File: src/rtl/msq_pkg.sv
package msq_pkg;

    localparam int DATA_W    = 16;
    localparam int RES_BITS  = 12;
    localparam int AXES      = 3;
    localparam int MAX_UNITS = 400;

    typedef enum logic [1:0] {
        MODE_CONT   = 2'b00,
        MODE_SINGLE = 2'b01,
        MODE_IDLE   = 2'b10,
        MODE_SLEEP  = 2'b11
    } mode_e;

    typedef enum logic [1:0] {
        ST_IDLE,
        ST_REQ,
        ST_WAIT,
        ST_DONE
    } seq_state_e;

    localparam logic [2:0] RATE_DEFAULT = 3'b100;
    localparam logic [1:0] BIAS_NONE    = 2'b00;
    localparam logic [1:0] BIAS_POS_XY  = 2'b01;
    localparam logic [1:0] BIAS_NEG_XY  = 2'b10;
    localparam logic [1:0] DRIVE_POS    = 2'b01;
    localparam logic [1:0] DRIVE_NEG    = 2'b10;

    // Output period in units of 1/300 s for each rate code
    function automatic int unsigned rate_units(input logic [2:0] code);
        case (code)
            3'b000:  return 400;
            3'b001:  return 200;
            3'b010:  return 100;
            3'b011:  return 40;
            3'b101:  return 10;
            3'b110:  return 4;
            default: return 20;
        endcase
    endfunction

    function automatic logic bias_active(input logic [1:0] code);
        return (code == BIAS_POS_XY) || (code == BIAS_NEG_XY);
    endfunction

    // Polarity of the bias current for one axis; Z is opposite to X and Y
    function automatic logic [1:0] bias_pol(input logic [1:0] code, input logic [1:0] axis);
        logic is_z;
        is_z = (axis == 2'd2);
        case (code)
            BIAS_POS_XY: return is_z ? DRIVE_NEG : DRIVE_POS;
            BIAS_NEG_XY: return is_z ? DRIVE_POS : DRIVE_NEG;
            default:     return 2'b00;
        endcase
    endfunction

endpackage

File: src/rtl/msq_period_timer.sv
module msq_period_timer
    import msq_pkg::*;
#(
    parameter int CLK_PER_UNIT = 1000,
    parameter int CW = 20
) (
    input  logic       clk,
    input  logic       rst,
    input  logic       load,
    input  logic       run,
    input  logic [2:0] rate,
    output logic       fire
);
    logic [CW-1:0] per;
    logic [CW-1:0] first_cnt;
    logic [CW-1:0] cnt_q;

    assign per       = CW'(rate_units(rate) * CLK_PER_UNIT);
    assign first_cnt = (per << 1) - CW'(1);

    always_ff @(posedge clk) begin
        if (rst || load || !run) begin
            cnt_q <= first_cnt;
        end else if (cnt_q == '0) begin
            cnt_q <= per - CW'(1);
        end else begin
            cnt_q <= cnt_q - CW'(1);
        end
    end

    assign fire = run && !load && (cnt_q == '0);

endmodule

File: src/rtl/msq_axis_calc.sv
module msq_axis_calc
    import msq_pkg::*;
#(
    parameter int DW = DATA_W,
    parameter int RB = RES_BITS
) (
    input  logic [DW-1:0] raw,
    input  logic          raw_ovf,
    input  logic [DW-1:0] first,
    input  logic          first_bad,
    input  logic          use_diff,
    output logic          raw_bad,
    output logic [DW-1:0] value
);
    localparam logic signed [DW:0] LO  = (DW+1)'(-(2 ** (RB - 1)));
    localparam logic signed [DW:0] HI  = (DW+1)'((2 ** (RB - 1)) - 1);
    localparam logic [DW-1:0]      SAT = DW'(-(2 ** RB));

    logic signed [DW:0] raw_x;
    logic signed [DW:0] first_x;
    logic signed [DW:0] diff;
    logic               diff_bad;
    logic               bad;

    always_comb begin
        raw_x    = {raw[DW-1], raw};
        first_x  = {first[DW-1], first};
        diff     = raw_x - first_x;
        raw_bad  = raw_ovf || (raw_x < LO) || (raw_x > HI);
        diff_bad = (diff < LO) || (diff > HI);
        bad      = use_diff ? (raw_bad || first_bad || diff_bad) : raw_bad;
        if (bad) begin
            value = SAT;
        end else if (use_diff) begin
            value = diff[DW-1:0];
        end else begin
            value = raw;
        end
    end

endmodule

File: src/rtl/msq_conv_engine.sv
module msq_conv_engine
    import msq_pkg::*;
#(
    parameter int DW = DATA_W
) (
    input  logic                     clk,
    input  logic                     rst,
    input  logic                     flush,
    input  logic                     pend,
    input  logic                     bus_busy,
    input  logic [1:0]               bias_code,
    input  logic                     adc_done,
    input  logic [DW-1:0]            adc_data,
    input  logic                     adc_ovf,
    output logic                     take,
    output logic                     adc_start,
    output logic [1:0]               adc_axis,
    output logic [1:0]               bias_drive,
    output logic                     seq_done,
    output logic [AXES-1:0][DW-1:0]  res_o,
    output logic                     res_strobe
);
    localparam logic [1:0] LAST_AXIS = 2'(AXES - 1);

    seq_state_e     state_q;
    logic [1:0]     axis_q;
    logic           phase_q;
    logic [DW-1:0]  first_q;
    logic           first_bad_q;
    logic           strobe_q;
    logic           biased;
    logic           bias_phase;
    logic           raw_bad;
    logic [DW-1:0]  val;
    logic           wr_stage;

    assign biased     = bias_active(bias_code);
    assign bias_phase = biased && phase_q;

    msq_axis_calc #(.DW(DW), .RB(RES_BITS)) u_calc (
        .raw       (adc_data),
        .raw_ovf   (adc_ovf),
        .first     (first_q),
        .first_bad (first_bad_q),
        .use_diff  (bias_phase),
        .raw_bad   (raw_bad),
        .value     (val)
    );

    assign take       = (state_q == ST_IDLE) && pend && !flush;
    assign adc_start  = (state_q == ST_REQ) && !bus_busy && !flush;
    assign adc_axis   = axis_q;
    assign bias_drive = ((state_q == ST_REQ || state_q == ST_WAIT) && bias_phase)
                        ? bias_pol(bias_code, axis_q) : 2'b00;
    assign seq_done   = (state_q == ST_DONE) && !flush;
    assign wr_stage   = !flush && (state_q == ST_WAIT) && adc_done && !(biased && !phase_q);
    assign res_strobe = strobe_q;

    always_ff @(posedge clk) begin
        if (rst) begin
            state_q     <= ST_IDLE;
            axis_q      <= 2'd0;
            phase_q     <= 1'b0;
            first_q     <= '0;
            first_bad_q <= 1'b0;
            strobe_q    <= 1'b0;
        end else begin
            strobe_q <= seq_done;
            if (flush) begin
                state_q <= ST_IDLE;
                phase_q <= 1'b0;
            end else begin
                case (state_q)
                    ST_IDLE: if (pend) begin
                        state_q <= ST_REQ;
                        axis_q  <= 2'd0;
                        phase_q <= 1'b0;
                    end
                    ST_REQ: if (!bus_busy) state_q <= ST_WAIT;
                    ST_WAIT: if (adc_done) begin
                        if (biased && !phase_q) begin
                            first_q     <= adc_data;
                            first_bad_q <= raw_bad;
                            phase_q     <= 1'b1;
                            state_q     <= ST_REQ;
                        end else begin
                            phase_q <= 1'b0;
                            if (axis_q == LAST_AXIS) begin
                                state_q <= ST_DONE;
                            end else begin
                                axis_q  <= axis_q + 2'd1;
                                state_q <= ST_REQ;
                            end
                        end
                    end
                    default: state_q <= ST_IDLE;
                endcase
            end
        end
    end

    for (genvar g = 0; g < AXES; g++) begin : g_axis
        logic [DW-1:0] stage_q;
        logic [DW-1:0] out_q;
        always_ff @(posedge clk) begin
            if (rst) begin
                stage_q <= '0;
                out_q   <= '0;
            end else begin
                if (wr_stage && axis_q == 2'(g)) stage_q <= val;
                if (seq_done) out_q <= stage_q;
            end
        end
        assign res_o[g] = out_q;
    end

endmodule

File: src/rtl/meas_sequencer.sv
module meas_sequencer
    import msq_pkg::*;
#(
    parameter int CLK_PER_UNIT = 1000
) (
    input  logic        clk,
    input  logic        rst,
    input  logic        mode_wr,
    input  logic [1:0]  mode_wdata,
    input  logic        cfg_wr,
    input  logic [2:0]  cfg_rate,
    input  logic [1:0]  cfg_bias,
    input  logic        bus_busy,
    input  logic        adc_done,
    input  logic [15:0] adc_data,
    input  logic        adc_ovf,
    output logic        adc_start,
    output logic [1:0]  adc_axis,
    output logic [1:0]  bias_drive,
    output logic [1:0]  mode_field,
    output logic [15:0] res_x,
    output logic [15:0] res_y,
    output logic [15:0] res_z,
    output logic        res_strobe
);
    localparam int CW = $clog2(2 * MAX_UNITS * CLK_PER_UNIT + 1);

    mode_e      mode_q;
    mode_e      mode_next;
    logic [2:0] rate_q;
    logic [2:0] rate_next;
    logic [1:0] bias_q;
    logic       pend_q;
    logic       flush;
    logic       fire;
    logic       take;
    logic       seq_done;
    logic [AXES-1:0][DATA_W-1:0] res;

    assign flush     = mode_wr || cfg_wr;
    assign mode_next = mode_wr ? mode_e'(mode_wdata) : mode_q;
    assign rate_next = cfg_wr ? cfg_rate : rate_q;

    msq_period_timer #(.CLK_PER_UNIT(CLK_PER_UNIT), .CW(CW)) u_timer (
        .clk  (clk),
        .rst  (rst),
        .load (flush),
        .run  (mode_next == MODE_CONT),
        .rate (rate_next),
        .fire (fire)
    );

    always_ff @(posedge clk) begin
        if (rst) begin
            mode_q <= MODE_SINGLE;
            rate_q <= RATE_DEFAULT;
            bias_q <= BIAS_NONE;
            pend_q <= 1'b1;
        end else begin
            if (cfg_wr) begin
                rate_q <= cfg_rate;
                bias_q <= cfg_bias;
            end
            if (mode_wr) begin
                mode_q <= mode_e'(mode_wdata);
            end else if (seq_done && mode_q == MODE_SINGLE) begin
                mode_q <= MODE_SLEEP;
            end
            if (flush) begin
                pend_q <= (mode_next == MODE_SINGLE);
            end else if (fire) begin
                pend_q <= 1'b1;
            end else if (take) begin
                pend_q <= 1'b0;
            end
        end
    end

    msq_conv_engine #(.DW(DATA_W)) u_engine (
        .clk        (clk),
        .rst        (rst),
        .flush      (flush),
        .pend       (pend_q),
        .bus_busy   (bus_busy),
        .bias_code  (bias_q),
        .adc_done   (adc_done),
        .adc_data   (adc_data),
        .adc_ovf    (adc_ovf),
        .take       (take),
        .adc_start  (adc_start),
        .adc_axis   (adc_axis),
        .bias_drive (bias_drive),
        .seq_done   (seq_done),
        .res_o      (res),
        .res_strobe (res_strobe)
    );

    assign mode_field = mode_q;
    assign res_x      = res[0];
    assign res_y      = res[1];
    assign res_z      = res[2];

endmodule

File: config.mk
export PLATFORM = sky130hd
export DESIGN_NAME = meas_sequencer
export DESIGN_NICKNAME = d
export VERILOG_FILES = /design/src/rtl/msq_pkg.sv /design/src/rtl/msq_period_timer.sv /design/src/rtl/msq_axis_calc.sv /design/src/rtl/msq_conv_engine.sv /design/src/rtl/meas_sequencer.sv
export SDC_FILE = /design/constraint.sdc
export NUM_CORES = 1
export LEC_CHECK = 0
export BUFFER_PORTS_ARGS = -buffer_cell sky130_fd_sc_hd__clkbuf_2
export CORE_AREA = 2 2 127 129
export DETAILED_ROUTE_END_ITERATION = 8
export DIE_AREA = 0 0 129 131
export PLACE_DENSITY_LB_ADDON = 0.08
export SYNTH_ARGS = -nofsm -noshare
export SYNTH_HDL_FRONTEND = slang
export SYNTH_SLANG_ARGS = --single-unit
File: constraint.sdc
create_clock -name clk -period 5.3 [get_ports clk]
set_input_delay 0.53 -clock clk [delete_from_list [all_inputs] [get_ports clk]]
set_output_delay 0.53 -clock clk [all_outputs]
set_load 0.1 [all_outputs]
**Word-level counts from Yosys, hierarchy flattened**

Cells that the tools add are included.

- Logic and storage cells: 124
- Output and inout bits: 56
- Bits in registers: 147

- Multiply operators: 1
- Equality and inequality tests: 19
- Order comparisons: 4
- Mux-type cells: 32
- Reduce and logical (&&, ||, !) cells: 45
- Bitwise operators: 1
- Add/sub/neg operators: 5

Operators with widths:

| cell | count |
|---|---|
| $sub 20x1->20 const B | 3 |
| $pmux 9 s6 | 1 |
| $mux 20 | 2 |
| $mux 16 | 2 |
| $mux 2 | 15 |
| $logic_not 20->1 | 1 |
| $gt 17x12->1 const B | 1 |
| $logic_and 1x1->1 | 17 |
| $lt 17x12->1 const B | 1 |
| $sub 16x16->17 | 1 |
| $gt 16x12->1 const B | 1 |
| $lt 16x12->1 const B | 1 |
| $mul 9x7->16 const B | 1 |
| $eq 2x1->1 const B | 5 |
| $logic_or 1x1->1 | 10 |
| $ne 2x2->1 const B | 5 |
| $eq 2x2->1 const B | 4 |
| $pmux 2 s2 | 2 |
| $mux 1 | 7 |
| $eq 3x2->1 const B | 2 |
| $eq 3x3->1 const B | 2 |
| $logic_not 2->1 | 3 |
| $pmux 2 s3 | 1 |
| $reduce_and 3->1 | 2 |
| 12 further kinds | 17 |

**Longest topological paths before layout**

Gate-level depths: netlist (run 1).

- Depth after elaboration: 7
- Depth in mapped cells: 22
- Mapped depth without buffers: 22

**By module**

A second synthesis (run 1) with hierarchy kept.

- Cell total of the unflattened synthesis: 1050
- Area total of the unflattened synthesis: 8973.6 µm²

By module, submodules not included:

| module | times used | cells each | area each (µm²) |
|---|---|---|---|
| msq_conv_engine | 1 | 536 | 4875.9 |
| msq_period_timer | 1 | 300 | 2522.4 |
| msq_axis_calc | 1 | 179 | 1227.4 |
| meas_sequencer | 1 | 35 | 347.8 |

**Worst setup path after synthesis (run 1)**

No wires, ideal clock.

- Path type: input to register
- Start: input port cfg_wr
- End: register u_timer.cnt_q[16]
- Setup time: 131 ps
- Stages: 20
- Path slack: -33 ps
- Arrival: 5203 ps
- Required time: 5169 ps
- Cells stage by stage: mux2i_1 -> clkinv_1 -> nor2_1 -> nor2_1 -> fa_1 -> inv_1 -> ha_1 -> xnor2_1 -> fa_1 -> fa_1 -> inv_1 -> ha_1 -> inv_1 -> o21bai_1 -> a21oi_1 -> o21bai_1 -> a21oi_1 -> xnor2_1 -> a22oi_1 -> o31ai_1

- Cells in the longest elaborated chain, start to end: 7
- Elaborated cells between the ends (all ways): 16

RTL lines:

| item | line | RTL |
|---|---|---|
| start: declaration | meas_sequencer.sv:10 | `input logic cfg_wr,` |
| $mux 3 | n/a |  |
| $eq 3x3->1, or another cell as far along | msq_pkg.sv:31 | `case (code)` |
| $pmux 9 s6 | msq_pkg.sv:31 |  |
| $mul 9x7->16 | msq_period_timer.sv:18 | `assign per = CW'(rate_units(rate) * CLK_PER_UNIT);` |
| $sub 20x1->20 | msq_period_timer.sv:25 | `cnt_q <= per - CW'(1);` |
| $mux 20 | msq_period_timer.sv:24 | `end else if (cnt_q == '0) begin` |
| $mux 20 * | msq_period_timer.sv:22 | `if (rst \|\| load \|\| !run) begin` |
| end signal: assignment | msq_period_timer.sv:23 | `cnt_q <= first_cnt;` |
| end signal: assignment | msq_period_timer.sv:25 |  |
| end signal: assignment | msq_period_timer.sv:27 | `cnt_q <= cnt_q - CW'(1);` |
| end: declaration | msq_period_timer.sv:16 | `logic [CW-1:0] cnt_q;` |

Every way passes the cells marked *; elsewhere a longest branch is shown, timed or not.
A chain may end at the register's enable or synchronous reset.

**Worst setup path in the final report (run 1)**

Same ends and word-level chain as after synthesis.

==> results of run 1 <==
## worst min path at each step
stage / cells after the start / to / slack, ns
finish: 3 / bias_q[1] / 0.34
global route: 3 / mode_field[0] / 0.36
CTS: 3 / bias_q[1] / 0.33
detailed placement: 1 / u_timer.cnt_q[0] / 0.39
global placement: 1 / u_timer.cnt_q[0] / 0.39
floorplan: 1 / u_timer.cnt_q[0] / 0.37
## report_power, final
| part | internal (mW) | switching [mW] |
|---|---|---|
| Sequential | 1.16 | 0.0418 |
| Clock | 0.701 | 0.500 |
| Combinational | 0.318 | 0.395 |
| Total | 2.17 | 0.937 |
## placed cells by master (no fill, tap or decap), types with 12 or more instances in the layout
| cell | synthesis | final |
|---|---|---|
| a21oi_1 | 124 | 124 |
| inv_1 | 71 | 71 |
| xnor2_1 | 28 | 28 |
| nor2_1 | 101 | 100 |
| clkbuf_16 | 0 | 17 |
| a21o_1 | 17 | 17 |
| o21ai_0 | 43 | 43 |
| xor2_1 | 14 | 14 |
| clkbuf_2 | 0 | 84 |
| ha_1 | 64 | 64 |
| dfxtp_1 | 147 | 147 |
| nand2_1 | 200 | 200 |
| buf_4 | 1 | 12 |
| o31ai_1 | 15 | 15 |
| fa_1 | 15 | 15 |
## tightest hold or removal path: cells and delay by family
family	cells	cell delay, ns
AND/OR/NAND/NOR	1	0.07
buffers and inverters	1	0.07
multiplexers	1	0.05
## layout make-up
cell class	instances	area, µm²
fill	1483	6230
multi-input combinational	771	4780
sequential	147	2940
timing repair buffer	97	515
clock buffer	18	429
inverter	73	274
tap	216	270
clock inverter	14	154
## cell families after synthesis
| family | Yosys count |
|---|---|
| and+or+nand+nor | 376 |
| adders and majority gates | 79 |
| AOI/OAI and AO/OA | 262 |
| buffers and inverters | 121 |
| DFF | 147 |
| xor gates and xnor gates | 42 |
| muxes | 12 |
## flip-flops by register name (all words and copies together) (netlist names), 3 cells and up
register	count
u_engine.g_axis.out_q	48
u_engine.g_axis.stage_q	48
u_timer.cnt_q	20
rate_q	3
u_engine.first_q	16
## through the flow
stage,instances,hold slack [ns]
2_1_floorplan,1039,0.371
3_3_place_gp,1304,0.388
3_5_place_dp,1304,0.394
4_1_cts,1336,0.334
6_report,1336,0.338
5_1_grt,1336,0.358
## metal layers
layer | vias to the layer above | wire, µm
li1 | 3667 | -
met1 | 3230 | 10000
met2 | 144 | 8230
met3 | 26 | 684
met4 | 0 | 374
met5 | - | 0
## Yosys cell counts (all sizes together), types with 3 or more instances
library cell,instances
nand2,200
dfxtp,147
a21oi,125
nor2,101
inv,71
ha,64
o21ai,44
clkbuf,43
xnor2,28
a21o,18
o31ai,16
fa,15
xor2,14
nand3,10
a211oi,9
mux2i,9
a31oi,8
and2,8
nand2b,8
nor3,8
nor4,8
o22ai,8
buf,5
nand4,5
nor2b,5
o21a,5
o21bai,4
or2,4
or3,4
a211o,3
and3,3
mux2,3
nand3b,3
o211ai,3
o221ai,3
or4,3
==> flow_summary.toml, run 1 <==
[yosys]
syn_inst = 1039
postSynthAreaPerCell_um2 = 7.88
synth-simple-area-share = 0.196
netlist_area_um2 = 8190
synth_top_family_by_area = "simple AND/OR/NAND/NOR gates"
synthXorXnorAreaFrac = 0.0449
yosysTopAreaCellShare = 0.360
yosys.area.top_type = "dfxtp_1"
yosysSeqAreaShare = 0.360
ys_warn_count = 0
synthArstFlopShare = 0
yosys_register_bits = 147
synth.mux.area_fraction = 0.0151
ys_types = 61
synth_area_leaders = "dfxtp_1 36%, ha_1 9.8%, nand2_1 9.2%"
synth_adder_area_share = 0.135
synth_compound_area_frac = 0.193
synth_fp_nets = 1148
synth_edf_count = 0
synthFlopType = "dfxtp_1"

[grt]
first_global_vias = 6245
use_met1 = 0.342
grt_pass1_wl_mm = 31.6
grt_busiest_layer = "met2"
grt-ovfl-total = 0
grtUsageMet3 = 0.0436
grt_util_met2 = 0.358
track_usage = 0.237
antenna_found_initial = 0
grt_start_max_net_pins = 89

[die]
fp.coreArea_um2 = 15600
std_cell_rows = 46
die-area_um2 = 16900
start_util = 0.525
io_pins = 86
die_w_um = 129
die_h_um = 131

[cts]
cts_tree = "yes"
htreeDepth = 4
clock_path_buffers = 2
ctsResizeCount = 0
clock_latency_ns = 0.42
cts_setup_buffers = 0
cts_num_sinks = 147
clockRootBuffer = "clkbuf_16"
holdBufCountCts = 0
numCtsBuffers = 17
clkTransAtPathRegs_ns = 0.06

[pwr]
power_leakage_nw = 3.94
powerDensity_nw_per_um2 = 332
ir_drop_v = 0.000211
p_total_mw = 3.11

[setup_path]
crit_chain = "clkbuf_2 -> mux2i_1 -> clkinv_1 -> nor2_2 -> nor2_1 -> a21o_1 -> inv_1 -> ha_1 -> ha_1 -> inv_1 -> fa_1 -> fa_1 -> inv_1 -> ha_1 -> a21o_1 -> a21oi_1 -> o21bai_1 -> a21oi_1 -> o21bai_1 -> a21oi_1 -> xnor2_1 -> a22oi_1 -> o31ai_1"
crit_family = "adder cells"
arrival_ns = 5.03
r2r_setup_slack_ns = 0.62
worstSetupPathType = "primary input to flop"
cp-startpoint = "cfg_wr"
crit_slowest_cell = "fa_1"
regToRegEndpoint = "u_timer.cnt_q[16]"
crit_fanout = 6
path_buf_inv = 5
cp_slowest_stage_delay_ns = 0.52
endpoint = "u_timer.cnt_q[16]"
crit_required_ns = 5.59
worstReg2RegStart = "rate_q[2]"
cp-start-kind = "primary input"
rr_worst_depth = 22
critical_path_cell_count = 23
critPathCaptureType = "flop"

[drt]
post_drt_via_cell_ratio = 5.29
vias = 7067
drt_wl_total_mm = 19.3
post-route-drc-count = 0
initialDrtViolationCount = 311
avgRoutedWirePerCell_um = 14.5
drt_pre_antenna_iters = 5
drtAntennaViolNets = 0

[timing]
relSlewSlack = 0.351
tightest_slew_ns = 0.974
period_needed_ns = 4.74
hold_viol = 0
final.setup.worst_slack_ns = 0.560
tns_ns = 0
fin_skew_ns = 0.00958
setup_viol = 0
rsz0062_at_grt = "no"
drv_slew = 0
timing.final.crit_share = 0.894
max_freq_mhz = 211

[finish]
finalNetCount = 1216
postLayoutCoreUtil = 0.601
postLayoutCellArea_um2 = 9370
layout-drive-gt1-share = 0.127
antenna_cells = 0
syn_to_final_growth_pct = 14.4

[placed_design]
dpl_cell_area_um2 = 8780
routabilityCongestion = 0.872
place_ws_ns = 0.0977
dp_hpwl_mm = 14.2
port-buffer-count = 85

[job]
drv_cap = 0

[hold_path]
min_from = "cfg_bias[1]"
hold_class = "primary input to flop"

[outcome]
status = "completed"
No activity file was read; power rests on OpenSTA's default activity.
==> run 2: changes to the inputs <==
--- a/config.mk
+++ b/config.mk
@@ -6,9 +6,11 @@
 export NUM_CORES = 1
 export LEC_CHECK = 0
 export BUFFER_PORTS_ARGS = -buffer_cell sky130_fd_sc_hd__clkbuf_2
-export CORE_AREA = 2 2 127 129
+export CELL_PAD_IN_SITES_DETAIL_PLACEMENT = 1
+export CELL_PAD_IN_SITES_GLOBAL_PLACEMENT = 1
+export CORE_AREA = 2 2 147 149
 export DETAILED_ROUTE_END_ITERATION = 8
-export DIE_AREA = 0 0 129 131
+export DIE_AREA = 0 0 149 151
 export PLACE_DENSITY_LB_ADDON = 0.08
 export SYNTH_ARGS = -nofsm -noshare
 export SYNTH_HDL_FRONTEND = slang
==> flow_summary.toml, run 2 (synthesis gave the netlist of run 1 again) <==
[timing]
relSlewSlack = 0.374
tns_ns = 0
period_needed_ns = 4.71
drv_slew = 0
hold_viol = 0
tightest_slew_ns = 0.940
setup_viol = 0
fin_skew_ns = 0.0178
timing.final.crit_share = 0.888
max_freq_mhz = 212
rsz0062_at_grt = "no"
final.setup.worst_slack_ns = 0.593

[cts]
htreeDepth = 4
clockRootBuffer = "clkbuf_16"
cts_num_sinks = 147
holdBufCountCts = 0
cts_setup_buffers = 0
numCtsBuffers = 17
ctsResizeCount = 0
clock_path_buffers = 2
cts_tree = "yes"
clock_latency_ns = 0.42
clkTransAtPathRegs_ns = 0.06

[drt]
post-route-drc-count = 0
drt_pre_antenna_iters = 5
post_drt_via_cell_ratio = 5.11
initialDrtViolationCount = 245
drt_wl_total_mm = 22.2
avgRoutedWirePerCell_um = 15.9
drtAntennaViolNets = 0
vias = 7124

[setup_path]
crit_slowest_cell = "fa_1"
worstSetupPathType = "primary input to flop"
arrival_ns = 4.99
crit_fanout = 5
path_buf_inv = 5
cp-start-kind = "primary input"
cp_slowest_stage_delay_ns = 0.51
critPathCaptureType = "flop"
crit_chain = "clkbuf_2 -> mux2i_1 -> clkinv_1 -> nor2_2 -> nor2_1 -> a21o_1 -> inv_1 -> ha_1 -> ha_1 -> inv_1 -> fa_1 -> fa_1 -> inv_1 -> ha_1 -> a21o_1 -> a21oi_1 -> o21bai_1 -> a21oi_1 -> o21bai_1 -> a21oi_1 -> xnor2_1 -> a22oi_1 -> o31ai_1"
rr_worst_depth = 21
r2r_setup_slack_ns = 0.62
crit_required_ns = 5.58
crit_family = "adder cells"
critical_path_cell_count = 23

[outcome]
status = "completed"

[placed_design]
dp_hpwl_mm = 16.6
place_ws_ns = 0.131
port-buffer-count = 85
routabilityCongestion = 0.844

[pwr]
p_int_mw = 2.17
p_total_mw = 3.11
sequentialPowerShare = 0.385
power_leakage_nw = 3.93
clock_power_share = 0.379
p_sw_uw = 944
swShare = 0.304
ir_drop_v = 0.000215
combPwrFrac = 0.236
powerDensity_nw_per_um2 = 330

[grt]
track_usage = 0.207
antenna_found_initial = 0
first_global_vias = 7097
grt_pass1_wl_mm = 36.9
grt_start_max_net_pins = 50
grt-ovfl-total = 0

[finish]
n_fill_cell = 2602
finalNetCount = 1217
multi_input_area_um2 = 4780
final_cell_mix = "200 x nand2_1, 147 x dfxtp_1, 124 x a21oi_1"
top_regs = "u_engine.g_axis.out_q: 48 flops, u_engine.g_axis.stage_q: 48 flops, u_timer.cnt_q: 20 flops"
layout_commonest_cell = "nand2_1"
seq_area_um2 = 2940
antenna_cells = 0
layout-drive-gt1-share = 0.126
syn_to_final_growth_pct = 15.2

[die]
die_h_um = 151
start_util = 0.393
fp.coreArea_um2 = 20800
io_pins = 86
std_cell_rows = 53
die_w_um = 149
die-area_um2 = 22500

[job]
drv_cap = 0

[hold_path]
whs_path_depth = 3
hold_class = "primary input to flop"
==> run 2: cell types whose count changed in the layout (fill, tap and decap cells not counted) <==
cell        delta
buf_4          +1
clkinv_4       -1
clkinvlp_4     +1
inv_6          -1
inv_8          -1
==> run 2: cell type report <==
type | instances | area share
Inverter | 73 | 0.0291
Clock buffer | 18 | 0.0455
Clock inverter | 12 | 0.0141
Multi-Input combinational cell | 771 | 0.507
Tap cell | 275 | 0.0365
Timing Repair Buffer | 98 | 0.0555
Sequential cell | 147 | 0.312
==> run 2: final timing paths <==
check                   startpoint           endpoint
setup / recovery            cfg_wr  u_timer.cnt_q[16]
hold / removal         cfg_bias[1]          bias_q[1]
setup reg to reg         rate_q[1]  u_timer.cnt_q[16]
hold reg to reg   u_timer.cnt_q[0]   u_timer.cnt_q[0]
==> run 2: stage by stage <==
stage,cell area [µm²],hold WS (ns),util,cells
after global placement,8860,0.384,0.426,1364
after global routing,9430,0.368,0.453,1394
after floorplan,8190,0.371,-,1039
after CTS,9430,0.342,0.453,1394
after detailed placement,8860,0.387,0.426,1364
final,9430,0.349,0.453,1394
==> run 2: worst register-to-register path, stage by stage (launching register included) <==
cell and delay, ns:
dfxtp_1 0.33, mux2i_1 0.07, buf_4 0.16, nor3_1 0.21, a21o_1 0.19, inv_1 0.13, fa_1 0.56, inv_1 0.05
ha_1 0.29, xnor2_1 0.21, fa_1 0.47, fa_1 0.51, inv_1 0.04, ha_1 0.30, inv_1 0.09, o21bai_1 0.08
a21oi_1 0.23, o21bai_1 0.09, a21oi_1 0.18, xnor2_1 0.10, a22oi_1 0.18, o31ai_1 0.09
==> run 2: per-layer routing <==
layer	up-vias	GRT usage	share of wire
li1	3652	-	-
met1	3394	0.283	0.51
met2	72	0.351	0.47
met3	6	0.0259	0.020
met4	0	0.0443	0.0049
met5	-	0	0
==> run 2: power groups by stage <==
stage | Sequential (mW) | Clock (mW) | Combinational (mW)
after global placement | 1.22 | 0 | 0.719
after floorplan | 1.22 | 0 | 0.563
after CTS | 1.20 | 1.21 | 0.748
after detailed placement | 1.22 | 0 | 0.733
final | 1.20 | 1.18 | 0.734
after global routing | 1.21 | 1.26 | 0.847
==> run 3: changes to the inputs <==
--- a/config.mk
+++ b/config.mk
@@ -8,9 +8,9 @@
 export BUFFER_PORTS_ARGS = -buffer_cell sky130_fd_sc_hd__clkbuf_2
 export CELL_PAD_IN_SITES_DETAIL_PLACEMENT = 1
 export CELL_PAD_IN_SITES_GLOBAL_PLACEMENT = 1
-export CORE_AREA = 2 2 147 149
+export CORE_AREA = 2 2 140 142
 export DETAILED_ROUTE_END_ITERATION = 8
-export DIE_AREA = 0 0 149 151
+export DIE_AREA = 0 0 142 144
 export PLACE_DENSITY_LB_ADDON = 0.08
 export SYNTH_ARGS = -nofsm -noshare
 export SYNTH_HDL_FRONTEND = slang
==> constraint.sdc (replaced) <==
create_clock -name clk -period 4.4 [get_ports clk]
set_input_delay 0.44 -clock clk [delete_from_list [all_inputs] [get_ports clk]]
set_output_delay 0.44 -clock clk [all_outputs]
set_load 0.1 [all_outputs]
==> flow_summary.toml, run 3 (synthesis gave the netlist of run 1 again) <==
[pwr]
powerDensity_nw_per_um2 = 415
p_total_mw = 4.10
power_leakage_nw = 4.15
ir_drop_v = 0.000274

[setup_path]
regToRegEndpoint = "u_timer.cnt_q[16]"
arrival_ns = 4.62
crit_chain = "mux2i_4 -> clkinv_4 -> nor2_4 -> nor2_2 -> a21o_1 -> inv_2 -> fa_1 -> xnor2_1 -> ha_2 -> fa_1 -> ha_1 -> a21o_1 -> ha_4 -> inv_2 -> o21bai_1 -> a21oi_2 -> o21bai_1 -> a21oi_2 -> xnor2_2 -> a22oi_1 -> o31ai_1"
r2r_setup_slack_ns = 0.09
crit_slowest_cell = "fa_1"
crit_fanout = 3
crit_required_ns = 4.70
cp-start-kind = "flop"
cp_slowest_stage_delay_ns = 0.44
rr_worst_depth = 21
critPathCaptureType = "flop"
worstReg2RegStart = "rate_q[2]"
worstSetupPathType = "flop to flop"

[finish]
n_fill_cell = 2357
finalNonFillerCells = 1395
syn_to_final_growth_pct = 20.5
layout-drive-gt1-share = 0.181
top_regs = "u_engine.g_axis.out_q: 48 flops, u_engine.g_axis.stage_q: 48 flops, u_timer.cnt_q: 20 flops"
final_cell_mix = "199 x nand2_1, 146 x dfxtp_1, 117 x a21oi_1"
finalNetCount = 1253
antenna_cells = 0
seq_area_um2 = 2940
postLayoutCoreUtil = 0.517
layout_commonest_cell = "nand2_1"
multi_input_area_um2 = 4920

[drt]
avgRoutedWirePerCell_um = 16.9
post-route-drc-count = 0
drtAntennaViolNets = 0
vias = 7380
drt_wl_total_mm = 23.6
initialDrtViolationCount = 327
drt_pre_antenna_iters = 4
post_drt_via_cell_ratio = 5.29

[cts]
clockRootBuffer = "clkbuf_16"
clock_latency_ns = 0.43
cts_num_sinks = 147
htreeDepth = 4
holdBufCountCts = 0
clock_path_buffers = 2
cts_tree = "yes"
numCtsBuffers = 17
clkTransAtPathRegs_ns = 0.07

[timing]
fin_skew_ns = 0.00740
drv_slew = 0
period_needed_ns = 4.31
rsz0062_at_grt = "yes"
max_freq_mhz = 232
setup_viol = 0
relSlewSlack = 0.342
hold_viol = 0
tightest_slew_ns = 0.986
timing.final.crit_share = 0.981

[placed_design]
placed_cells = 1361
port-buffer-count = 85
dp_hpwl_mm = 17.6
routabilityCongestion = 0.851

[die]
die-area_um2 = 20400
fp.coreArea_um2 = 19100
die_h_um = 144
die_w_um = 142
start_util = 0.429
io_pins = 86
std_cell_rows = 51

[grt]
grt_pass1_wl_mm = 38.2
use_met1 = 0.303
grt-ovfl-total = 0
grt_start_max_net_pins = 51
grt_util_met2 = 0.414
grt_busiest_layer = "met2"
first_global_vias = 7347
antenna_found_initial = 0
track_usage = 0.238
grtUsageMet3 = 0.0374

[job]
drv_cap = 0

[hold_path]
hold_class = "primary input to flop"
whs_path_depth = 3
whs_endpoint = "bias_q[0]"
min_from = "cfg_bias[0]"

[outcome]
status = "completed"
==> run 3: cell count changes in the layout (fill, tap and decap cells not counted), sizes merged <==
cell	previous run	this run
clkinvlp	3	2
bufinv	2	1
inv	74	81
buf	14	50
clkbuf	102	101
clkinv	6	4
==> run 3: report_power, final <==
group,internal [mW],total [mW],switching (mW)
Clock,0.818,1.51,0.691
Sequential,1.39,1.45,0.0552
Combinational,0.562,1.14,0.580
==> run 3: cell type report <==
cell class                 count  area share
multi-input combinational    771       0.499
sequential                   147       0.298
timing repair buffer         134      0.0823
clock buffer                  17      0.0431
tap                          238      0.0302
inverter                      73      0.0283
clock inverter                15      0.0183
==> run 3: how the worst max path moves through the flow <==
stage / start / to / slack, ns / cells after the start
finish: rate_q[2] / u_timer.cnt_q[16] / 0.09 / 21
global route: rate_q[2] / u_timer.cnt_q[16] / -0.12 / 21
CTS: cfg_wr / u_timer.cnt_q[16] / 0.05 / 22
detailed placement: cfg_wr / u_timer.cnt_q[14] / -0.42 / 20
global placement: cfg_wr / u_timer.cnt_q[16] / -0.31 / 21
floorplan: cfg_wr / u_timer.cnt_q[16] / -0.08 / 22
==> run 3: timing repair <==
item | in CTS | in global routing
gates resized for setup | 0 | 19
buffers inserted | 0 | 2
setup endpoints to repair | 0 | 6
==> run 3: metrics by stage <==
stage	setup WS [ns]	area [µm²]	hold slack [ns]	TNS, ns
after floorplan	-0.0844	8300	0.371	-0.228
final	0.0854	9860	0.239	0
after detailed placement	-0.424	9190	0.393	-2.49
after global routing	-0.116	9860	0.258	-0.224
after global placement	-0.309	9190	0.387	-1.55
after CTS	0.0539	9800	0.230	0
==> run 3: worst max-delay path: cells and delay by family, from the launching register on <==
family,cells,cell delay (ns)
xor+xnor,2,0.33
fa+ha+maj,5,1.77
flops,1,0.33
buf+inv,3,0.26
compound gates,8,1.12
mux,1,0.19
simple gates,2,0.18
==> run 3: routing by layer <==
layer	vias up	share of wire
met3	32	0.025
met5	-	0
li1	3726	-
met4	0	0.020
met2	106	0.49
met1	3516	0.47
